[src/rtl/mpit_pkg.sv]
package mpit_pkg;

    localparam int BIT_EN   = 0;
    localparam int BIT_RLD  = 1;
    localparam int BIT_FLAG = 2;
    localparam int BIT_IE   = 3;
    localparam int BIT_OVW  = 4;
    localparam int CTRL_W   = 5;

    typedef enum logic [1:0] {
        REG_CTRL = 2'd0,
        REG_DATA = 2'd1,
        REG_ALT  = 2'd2,
        REG_NONE = 2'd3
    } reg_sel_e;

    typedef struct packed {
        logic ovw;
        logic ie;
        logic rld;
        logic en;
    } ctrl_t;

endpackage

[src/rtl/mpit_bus_decode.sv]
module mpit_bus_decode
    import mpit_pkg::*;
#(
    parameter int ADDR_W = 4
) (
    input  logic [ADDR_W-1:0] addr,
    input  logic              wr_en,
    output logic              wr_ctrl,
    output logic              wr_data,
    output reg_sel_e          sel
);

    localparam int WORD_W = ADDR_W - 2;

    logic [WORD_W-1:0] word;
    logic              aligned;

    always_comb begin
        word    = addr[ADDR_W-1:2];
        aligned = (addr[1:0] == 2'b00);
        sel     = REG_NONE;
        if (aligned) begin
            if (word == WORD_W'(0))      sel = REG_CTRL;
            else if (word == WORD_W'(1)) sel = REG_DATA;
            else if (word == WORD_W'(2)) sel = REG_ALT;
        end
        wr_ctrl = wr_en && (sel == REG_CTRL);
        wr_data = wr_en && (sel == REG_DATA);
    end

endmodule

[src/rtl/mpit_ctrl_reg.sv]
module mpit_ctrl_reg
    import mpit_pkg::*;
(
    input  logic              clk,
    input  logic              rst_n,
    input  logic              wr_ctrl,
    input  logic              wr_data,
    input  logic [CTRL_W-1:0] wbits,
    input  logic              hit_zero,
    output ctrl_t             ctrl,
    output logic              flag
);

    typedef struct packed {
        ctrl_t ctl;
        logic  flg;
    } cstate_t;

    cstate_t s_d, s_q;

    always_comb begin
        s_d = s_q;
        if (wr_ctrl) begin
            s_d.ctl.en  = wbits[BIT_EN];
            s_d.ctl.rld = wbits[BIT_RLD];
            s_d.ctl.ie  = wbits[BIT_IE];
            s_d.ctl.ovw = wbits[BIT_OVW];
        end
        if ((wr_ctrl && wbits[BIT_FLAG]) || wr_data) begin
            s_d.flg = 1'b0;
        end
        if (hit_zero) begin
            s_d.flg = 1'b1;
        end
    end

    always_ff @(posedge clk or negedge rst_n) begin
        if (!rst_n) begin
            s_q <= '0;
        end else begin
            s_q <= s_d;
        end
    end

    assign ctrl = s_q.ctl;
    assign flag = s_q.flg;

    // a set event beats a same-cycle clear
    p_set_wins_r11: assert property (@(posedge clk) disable iff (!rst_n)
        hit_zero |=> flag);

    // write-one clears
    p_w1c_r9: assert property (@(posedge clk) disable iff (!rst_n)
        (wr_ctrl && wbits[BIT_FLAG] && !hit_zero) |=> !flag);

    // write-zero keeps the flag
    p_w0_keep_r9: assert property (@(posedge clk) disable iff (!rst_n)
        (wr_ctrl && !wbits[BIT_FLAG] && !hit_zero) |=> (flag == $past(flag)));

    // a modulus write clears the flag
    p_data_clr_r10: assert property (@(posedge clk) disable iff (!rst_n)
        (wr_data && !hit_zero) |=> !flag);

endmodule

[src/rtl/mpit_counter.sv]
module mpit_counter #(
    parameter int CNT_W = 16
) (
    input  logic             clk,
    input  logic             rst_n,
    input  logic             tick,
    input  logic             en,
    input  logic             rld,
    input  logic             ovw,
    input  logic             wr_data,
    input  logic [CNT_W-1:0] wval,
    output logic [CNT_W-1:0] modulus,
    output logic [CNT_W-1:0] count,
    output logic             hit_zero
);

    localparam logic [CNT_W-1:0] ALL_ONES = '1;
    localparam logic [CNT_W-1:0] ONE      = CNT_W'(1);

    typedef struct packed {
        logic [CNT_W-1:0] modl;
        logic [CNT_W-1:0] cnt;
    } kstate_t;

    kstate_t s_d, s_q;
    logic    step;
    logic    load;
    logic    at_zero;

    always_comb begin
        step     = tick && en;
        load     = wr_data && ovw;
        at_zero  = (s_q.cnt == '0);
        hit_zero = 1'b0;
        s_d      = s_q;
        if (wr_data) begin
            s_d.modl = wval;
        end
        if (load) begin
            s_d.cnt = wval;
        end else if (step) begin
            if (at_zero) begin
                s_d.cnt = rld ? s_q.modl : ALL_ONES;
            end else begin
                s_d.cnt  = s_q.cnt - ONE;
                hit_zero = (s_q.cnt == ONE);
            end
        end
    end

    always_ff @(posedge clk or negedge rst_n) begin
        if (!rst_n) begin
            s_q.modl <= ALL_ONES;
            s_q.cnt  <= ALL_ONES;
        end else begin
            s_q <= s_d;
        end
    end

    assign modulus = s_q.modl;
    assign count   = s_q.cnt;

    // decrement by one per enabled tick
    p_step_r4: assert property (@(posedge clk) disable iff (!rst_n)
        (tick && en && !load && !at_zero) |=> (count == $past(count) - ONE));

    // no counting while disabled
    p_hold_r4: assert property (@(posedge clk) disable iff (!rst_n)
        (!en && !wr_data) |=> $stable(count));

    // reload from the latch
    p_reload_r6: assert property (@(posedge clk) disable iff (!rst_n)
        (tick && en && !load && at_zero && rld) |=> (count == $past(modulus)));

    // free wrap
    p_wrap_r7: assert property (@(posedge clk) disable iff (!rst_n)
        (tick && en && !load && at_zero && !rld) |=> (count == ALL_ONES));

    // transparent latch overwrites the count
    p_ovw_r8: assert property (@(posedge clk) disable iff (!rst_n)
        load |=> (count == $past(wval)));

    // holding latch leaves the count alone
    p_keep_r8: assert property (@(posedge clk) disable iff (!rst_n)
        (wr_data && !ovw && !(tick && en)) |=> $stable(count));

    // modulus changes only on a data write
    p_mod_r2: assert property (@(posedge clk) disable iff (!rst_n)
        !wr_data |=> $stable(modulus));

endmodule

[src/rtl/mpit_timer.sv]
module mpit_timer
    import mpit_pkg::*;
#(
    parameter int CNT_W  = 16,
    parameter int BUS_W  = 32,
    parameter int ADDR_W = 4
) (
    input  logic              clk,
    input  logic              rst_n,
    input  logic              tick,
    input  logic              wr_en,
    input  logic              rd_en,
    input  logic [ADDR_W-1:0] addr,
    input  logic [BUS_W-1:0]  wdata,
    output logic [BUS_W-1:0]  rdata,
    output logic              irq
);

    logic             wr_ctrl;
    logic             wr_data;
    reg_sel_e         sel;
    ctrl_t            ctrl;
    logic             flag;
    logic             hit_zero;
    logic [CNT_W-1:0] modulus;
    logic [CNT_W-1:0] count;
    logic             unused_wdata_hi;

    assign unused_wdata_hi = ^wdata[BUS_W-1:CNT_W];

    mpit_bus_decode #(.ADDR_W(ADDR_W)) u_dec (
        .addr    (addr),
        .wr_en   (wr_en),
        .wr_ctrl (wr_ctrl),
        .wr_data (wr_data),
        .sel     (sel)
    );

    mpit_ctrl_reg u_ctrl (
        .clk      (clk),
        .rst_n    (rst_n),
        .wr_ctrl  (wr_ctrl),
        .wr_data  (wr_data),
        .wbits    (wdata[CTRL_W-1:0]),
        .hit_zero (hit_zero),
        .ctrl     (ctrl),
        .flag     (flag)
    );

    mpit_counter #(.CNT_W(CNT_W)) u_cnt (
        .clk      (clk),
        .rst_n    (rst_n),
        .tick     (tick),
        .en       (ctrl.en),
        .rld      (ctrl.rld),
        .ovw      (ctrl.ovw),
        .wr_data  (wr_data),
        .wval     (wdata[CNT_W-1:0]),
        .modulus  (modulus),
        .count    (count),
        .hit_zero (hit_zero)
    );

    always_comb begin
        rdata = '0;
        if (rd_en) begin
            case (sel)
                REG_CTRL: begin
                    rdata[BIT_EN]   = ctrl.en;
                    rdata[BIT_RLD]  = ctrl.rld;
                    rdata[BIT_FLAG] = flag;
                    rdata[BIT_IE]   = ctrl.ie;
                    rdata[BIT_OVW]  = ctrl.ovw;
                end
                REG_DATA: rdata[CNT_W-1:0] = modulus;
                REG_ALT:  rdata[CNT_W-1:0] = count;
                default:  rdata = '0;
            endcase
        end
    end

    assign irq = flag && ctrl.ie;

    // an unmasked zero crossing raises irq on the next cycle
    p_irq_r5: assert property (@(posedge clk) disable iff (!rst_n)
        (hit_zero && ctrl.ie && !wr_ctrl) |=> irq);

    // masking lowers irq after a control write
    p_mask_r5: assert property (@(posedge clk) disable iff (!rst_n)
        (wr_ctrl && !wdata[BIT_IE]) |=> !irq);

endmodule

[config.mk]
export PLATFORM = sky130hd
export DESIGN_NAME = mpit_timer
export DESIGN_NICKNAME = d
export VERILOG_FILES = /design/src/rtl/mpit_pkg.sv /design/src/rtl/mpit_bus_decode.sv /design/src/rtl/mpit_ctrl_reg.sv /design/src/rtl/mpit_counter.sv /design/src/rtl/mpit_timer.sv
export SDC_FILE = /design/constraint.sdc
export NUM_CORES = 1
export LEC_CHECK = 0
export BUFFER_PORTS_ARGS = -buffer_cell sky130_fd_sc_hd__buf_4
export CORE_ASPECT_RATIO = 1.75
export CORE_MARGIN = 4
export CORE_UTILIZATION = 50
export CTS_CLUSTER_SIZE = 16
export DETAILED_ROUTE_END_ITERATION = 10
export PLACE_DENSITY = 0.77
export SETUP_SLACK_MARGIN = 0.05
export SKIP_CTS_REPAIR_TIMING = 1
export SLEW_MARGIN = 15
export SYNTH_ARGS = -nofsm -noshare
export SYNTH_HDL_FRONTEND = slang
export SYNTH_HIERARCHICAL = 1
export SYNTH_SLANG_ARGS = --single-unit
[constraint.sdc]
create_clock -name clk -period 4.12 [get_ports clk]
set_input_delay 0.618 -clock clk [delete_from_list [all_inputs] [get_ports clk]]
set_output_delay 0.618 -clock clk [all_outputs]
set_load 0.05 [all_outputs]
==> results of run 1 <==
-- worst paths after layout --
kind                                     end  slack, ns  depth (start not counted)
max                                rdata[13]       0.94                          8
min                           u_ctrl/ctrl[2]       0.28                          1
max reg2reg                   u_cnt/count[4]       1.78                          6
min reg2reg                u_cnt/modulus[15]       0.53                          2
max in group asynchronous   u_cnt/modulus[8]       3.47                          1
min in group clk           u_cnt/modulus[15]       0.53                          2
-- placed cells by master, fill, tap and decap left out, drive strengths merged, types with 2 or more instances in the layout --
cell type  Yosys  final
a221oi         2      2
or4            4      4
and2           2      2
a222oi         5      5
a31oi          2      2
ha             7      7
o31ai          4      4
mux2          18     18
a211oi         2      2
xnor2          4      4
conb           1     16
clkinv         0      2
clkbuf         6      6
nor3           5      5
nor2          20     20
a21oi          6      6
o22ai          2      2
o311ai         2      2
buf           25     46
nor3b          2      2
o21ai         15     15
a221o          6      6
a22oi         19     19
dfrtp          5      5
dfstp         32     32
nand3          6      6
nor4          10     10
nand2         14     14
o311a          5      5
inv            9      9
or3            4      4
nand2b         2      2
-- metal layers --
layer	wire length, um	global-route usage	vias up	part of all wire
met1	2460	0.230	1099	0.36
li1	-	-	1033	-
met2	3690	0.397	101	0.54
met5	0	0	-	0
met3	405	0.0346	21	0.060
met4	242	0.107	0	0.036
-- kinds of logic after synthesis --
| group | synth area share |
|---|---|
| AND/OR/NAND/NOR | 0.173 |
| AO/OA/AOI/OAI | 0.227 |
| buffers and inverters | 0.106 |
| flip-flops | 0.364 |
| multiplexers | 0.0801 |
| adder cells (fa/ha/maj) | 0.0330 |
| XOR/XNOR | 0.0165 |
| other | 0.00141 |
-- cell type report --
| type | count | share of cell area |
|---|---|---|
| Multi-Input combinational cell | 196 | 0.496 |
| Inverter | 9 | 0.0114 |
| Sequential cell | 37 | 0.325 |
| Timing Repair Buffer | 46 | 0.116 |
| Clock buffer | 6 | 0.0245 |
| Clock inverter | 2 | 0.00337 |
| Tap cell | 54 | 0.0228 |
-- cells in the mapped netlist (all sizes together) (7+ instances only) --
cell type and count:
o21ai 15, nor4 10, dfstp 32, nand2 14
mux2 18, buf 25, inv 9, ha 7
a22oi 19, nor2 20
-- power by group --
group	switching (mW)	internal, mW
combinational	0.331	0.273
clock	0.131	0.117
sequential	0.187	0.555
total	0.648	0.945
-- flip-flops by register name, summed over array words and instances, names as in the netlist --
signal         cells
u_cnt/modulus     16
u_ctrl/flag        1
u_ctrl/ctrl        4
u_cnt/count       16
-- per-stage QoR --
step / std cells / area [um2] / power, mW
floorplan: 275 / 2710 / 1.21
global placement: 342 / 2890 / 1.31
detailed placement: 342 / 2890 / 1.33
CTS: 350 / 2970 / 1.59
global route: 350 / 2970 / 1.69
finish: 350 / 2970 / 1.59
==> impl_metrics.py, run 1 <==
metrics = {
    "hold_path": {
        "hold_class": "in -> async",
    },
    "worst_setup_path": {
        "cp_max_fo": 13,
        "setup.worst_path.end_class": "output pin",
        "crit_chain": "buf_4 > or3_1 > inv_1 > ha_1 > buf_4 > a22oi_2 > nor2_2 > buf_4",
        "worstSetupStartpointType": "primary input",
        "cpMostUsedCell": "sky130_fd_sc_hd__buf_4",
        "crit_type": "in -> out",
        "worst-endpoint-arrival_ns": 2.56,
        "critPathLaunch": "addr[1]",
        "timing.critical_path.slowest_stage_cell": "sky130_fd_sc_hd__ha_1",
        "cp_top_family": "buffers and inverters",
        "cpPeakStageDelay_ns": 0.64,
        "critPathBufInv": 4,
        "worst_ep_required_time_ns": 3.50,
        "crit-reg2reg-launch": "u_cnt/count[0]",
    },
    "floorplan": {
        "placementRows": 34,
        "num_io_pins": 74,
        "die_height_um": 104,
        "die_width_um": 63.1,
        "full_die_area_um2": 6580,
        "start_util": 0.524,
        "coreArea_um2": 5060,
    },
    "sta": {
        "final_min_period_over_clock_period": 0.771,
        "setup_viol": 0,
        "final.setup.tns_ns": 0,
        "finalWorstSetupSlack_ns": 0.945,
        "max_freq_mhz": 315,
        "timing_worst_slew_pin_value_ns": 1.05,
        "fin_crit_ns": 3.18,
        "rsz_0062_raised_after_global_routing": "no",
        "slew_headroom": 0.292,
        "hold_viol_final": 0,
        "final-max-slew-violation-count": 0,
        "worst_clock_skew_ns": 0.00890,
        "timing.hold.ws_ns": 0.276,
    },
    "synthesis": {
        "synth_top_cell_area_share": 0.317,
        "synth_edf_count": 0,
        "synthesis.yosys.warnings": 6,
        "synth_area_leader_cell": "sky130_fd_sc_hd__dfstp_2",
        "synthesized_area_um2": 2650,
        "netlist_instances": 260,
        "ys_types": 56,
        "synth_top_flop_cell": "sky130_fd_sc_hd__dfstp_2",
        "synth_async_sr_flop_share": 1.00,
        "netlist_top_cells_area": "sky130_fd_sc_hd__dfstp_2, sky130_fd_sc_hd__mux2_2, sky130_fd_sc_hd__buf_4",
        "synth_sequential_area_ratio": 0.364,
        "postSynthRegisterBits": 37,
        "postSynthAreaPerCell_um2": 10.2,
    },
    "finish": {
        "drive_gt1_frac": 0.456,
        "area_delta_synth_final_pct": 11.8,
        "n_fill_cell": 453,
        "multi_input_area_um2": 1470,
        "num_antenna_cells": 0,
        "layout_net_count": 343,
        "layout.area.seq_um2": 966,
        "final_core_utilization": 0.586,
    },
    "clocking": {
        "cts-root-to-sink-buffers": 2,
        "cts_tree": "done",
        "clock_network_latency_to_the_later_pin_of_the_worst_skew_pair_ns": 0.29,
        "root_buffer_master": "sky130_fd_sc_hd__clkbuf_8",
        "h-tree-depth": 2,
        "clk_transition_reported_paths_ns": 0.07,
        "numCtsBuffers": 5,
        "tritoncts_num_sinks": 37,
    },
    "drt": {
        "dr.pass1.iters": 6,
        "post-route-drc-count": 0,
        "detail_route.iter0.violations": 102,
        "ant_nets": 0,
        "vias_per_cell": 6.44,
        "wire_per_inst_um": 19.4,
        "vias": 2254,
        "postRouteWirelength_mm": 6.79,
    },
    "global_routing": {
        "globalRouteOverflowTotal": 0,
        "number_of_global_route_vias_before_repair": 2329,
        "grt_start_max_net_pins": 38,
        "grt_usage": 0.216,
        "wire_length_of_the_first_global_routing_pass_mm": 11.3,
        "grt_antenna_before_repair": 0,
    },
    "outcome": {
        "status": "finished clean",
    },
    "placed_design": {
        "routabilityCongestion": 0.960,
        "post-place-ws_ns": 0.946,
        "dpl.hpwl_mm": 4.87,
        "place.port_buffers": 41,
    },
    "power_and_ir_drop": {
        "standby_leakage_power_nw": 1.18,
        "vdd.ir_drop.worst_uv": 292,
        "pwr_density_cell_nw_per_um2": 537,
    },
    "job": {
        "maxCapViolations": 0,
    },
}
No activity file was read; power rests on OpenSTA's default activity.
==> run 2: changes to the inputs <==
--- a/config.mk
+++ b/config.mk
@@ -8,7 +8,7 @@
 export BUFFER_PORTS_ARGS = -buffer_cell sky130_fd_sc_hd__buf_4
 export CORE_ASPECT_RATIO = 1.75
 export CORE_MARGIN = 4
-export CORE_UTILIZATION = 50
+export CORE_UTILIZATION = 48
 export CTS_CLUSTER_SIZE = 16
 export DETAILED_ROUTE_END_ITERATION = 10
 export PLACE_DENSITY = 0.77
==> constraint.sdc (replaced) <==
create_clock -name clk -period 2.7 [get_ports clk]
set_input_delay 0.405 -clock clk [delete_from_list [all_inputs] [get_ports clk]]
set_output_delay 0.405 -clock clk [all_outputs]
set_load 0.05 [all_outputs]
==> run 2 against run 1 <==
  * Worst hold slack got worse by 0.20 ns
  * Global-route usage decreased by 1.0 points
  * Core utilization decreased by 0.51 points
  * Via count unchanged
  * Critical path depth unchanged
  * Cell area increased by 3.8%
  * Largest power group unchanged
  * Routed wire length increased by 1.0%
  * Die area increased by 3.7%
  * Final cell count increased by 7.1%
  * Clock skew increased by 0.00062 ns
  * Total power increased by 61%
==> impl_metrics.py, run 2 (synthesized netlist as in run 1, its figures left out) <==
metrics = {
    "sta": {
        "max_freq_mhz": 416,
        "final.setup.tns_ns": 0,
        "slew_headroom": 0.475,
        "final_min_period_over_clock_period": 0.890,
        "timing_worst_slew_pin_value_ns": 0.784,
        "rsz_0062_raised_after_global_routing": "no",
        "final-max-slew-violation-count": 0,
        "hold_viol_final": 0,
        "fin_crit_ns": 2.40,
        "finalWorstSetupSlack_ns": 0.298,
        "setup_viol": 0,
        "worst_clock_skew_ns": 0.00952,
    },
    "finish": {
        "mostFrequentLayoutCells": "sky130_fd_sc_hd__buf_4, sky130_fd_sc_hd__dfstp_2, sky130_fd_sc_hd__mux2_2",
        "num_antenna_cells": 0,
        "drive_gt1_frac": 0.468,
        "layout_net_count": 348,
        "final-instance-count-excl-fill": 375,
        "layout.area.seq_um2": 966,
        "n_fill_cell": 473,
        "mostFrequentLayoutCell": "sky130_fd_sc_hd__buf_4",
        "area_delta_synth_final_pct": 16.0,
        "final_core_utilization": 0.581,
        "multi_input_area_um2": 1480,
    },
    "clocking": {
        "h-tree-depth": 2,
        "clock_network_latency_to_the_later_pin_of_the_worst_skew_pair_ns": 0.29,
        "cts_tree": "done",
        "numCtsBuffers": 5,
        "root_buffer_master": "sky130_fd_sc_hd__clkbuf_8",
        "tritoncts_num_sinks": 37,
        "cts-root-to-sink-buffers": 2,
        "clk_transition_reported_paths_ns": 0.06,
    },
    "worst_setup_path": {
        "worst-endpoint-arrival_ns": 2.00,
        "worst_ep_required_time_ns": 2.30,
        "crit_end": "rdata[8]",
        "worstSetupStartpointType": "primary input",
        "reg2reg_depth": 6,
        "timing.critical_path.slowest_stage_cell": "sky130_fd_sc_hd__or3_1",
        "cpPeakStageDelay_ns": 0.41,
        "critPathLaunch": "addr[1]",
        "crit_chain": "buf_4 > or3_1 > inv_1 > ha_2 > buf_4 > a22oi_2 > nor2_2 > buf_4",
        "setup.worst_path.end_class": "output pin",
        "reg2reg_end": "u_cnt/count[4]",
        "cell_count_along_the_critical_path": 8,
        "crit_type": "in -> out",
        "crit-reg2reg-launch": "u_cnt/count[0]",
        "cpMostUsedCell": "sky130_fd_sc_hd__buf_4",
        "cp_top_family": "buffers and inverters",
        "cp_max_fo": 11,
        "critPathBufInv": 4,
        "rrSetupSlack_ns": 0.36,
    },
    "placed_design": {
        "routabilityCongestion": 0.954,
        "post-place-cells": 367,
        "place.port_buffers": 41,
        "dpl.hpwl_mm": 4.95,
        "post-place-ws_ns": 0.116,
    },
    "hold_path": {
        "hold_class": "in -> async",
    },
    "global_routing": {
        "globalRouteOverflowTotal": 0,
        "grt_usage": 0.205,
        "grt_antenna_before_repair": 0,
        "grt_start_max_net_pins": 38,
        "wire_length_of_the_first_global_routing_pass_mm": 11.1,
        "number_of_global_route_vias_before_repair": 2404,
    },
    "drt": {
        "wire_per_inst_um": 18.3,
        "detail_route.iter0.violations": 149,
        "postRouteWirelength_mm": 6.86,
        "vias_per_cell": 6.01,
        "vias": 2254,
        "ant_nets": 0,
        "post-route-drc-count": 0,
        "dr.pass1.iters": 5,
    },
    "floorplan": {
        "start_util": 0.501,
        "die_width_um": 64.2,
        "die_height_um": 106,
        "num_io_pins": 74,
        "full_die_area_um2": 6830,
        "coreArea_um2": 5300,
        "placementRows": 35,
    },
    "power_and_ir_drop": {
        "finalPower_mw": 2.56,
        "power.internal_mw": 1.57,
        "standby_leakage_power_nw": 1.22,
        "combPwrFrac": 0.363,
        "vdd.ir_drop.worst_uv": 448,
        "clockPowerShare": 0.194,
        "switching_power_uw": 993,
        "power_switching_share": 0.388,
        "sequentialPowerShare": 0.442,
        "pwr_density_cell_nw_per_um2": 832,
    },
    "job": {
        "maxCapViolations": 0,
    },
    "outcome": {
        "status": "finished clean",
    },
}
## run 2: cell types whose count changed in the layout (fill, tap and decap cells not counted), sizes merged
cell    change
clkbuf      +1
bufinv      +1
clkinv      -2
buf         +5
## run 2: power by group through the flow
stage / Combinational, mW / Sequential (mW) / Clock, mW
2_1_floorplan: 0.830 / 1.02 / 0
3_3_place_gp: 0.881 / 1.12 / 0
3_5_place_dp: 0.898 / 1.14 / 0
4_1_cts: 0.915 / 1.13 / 0.505
5_1_grt: 1.01 / 1.17 / 0.525
6_report: 0.930 / 1.13 / 0.498
## run 2: through the flow
step                      hold WS [ns]  instance area (um2)
after global placement           0.391                 2960
after floorplan                  0.109                 2710
after detailed placement         0.392                 2960
after global routing             0.111                 3080
after CTS                       0.0803                 3080
final                           0.0725                 3080
## run 2: routing by layer
layer,GRT usage,vias to the layer above,share of wire
met4,0.118,0,0.034
li1,-,1036,-
met3,0.0307,24,0.063
met5,0,-,0
met2,0.370,103,0.54
met1,0.221,1091,0.37
## run 2: worst min-delay path by stage
stage,startpoint,endpoint,depth (start not counted)
5_1_grt,rst_n,u_ctrl/ctrl[1],1
6_report,rst_n,u_ctrl/ctrl[2],1
2_1_floorplan,rst_n,u_ctrl/ctrl[0],0
3_3_place_gp,rst_n,u_ctrl/ctrl[2],1
3_5_place_dp,rst_n,u_ctrl/ctrl[2],1
4_1_cts,rst_n,u_ctrl/ctrl[1],1
## run 2: layout make-up
type,count,share of cell area
Tap cell,74,0.0301
Multi-Input combinational cell,196,0.479
Clock inverter,1,0.00975
Clock buffer,7,0.0280
Sequential cell,37,0.314
Inverter,9,0.0110
Timing Repair Buffer,51,0.128
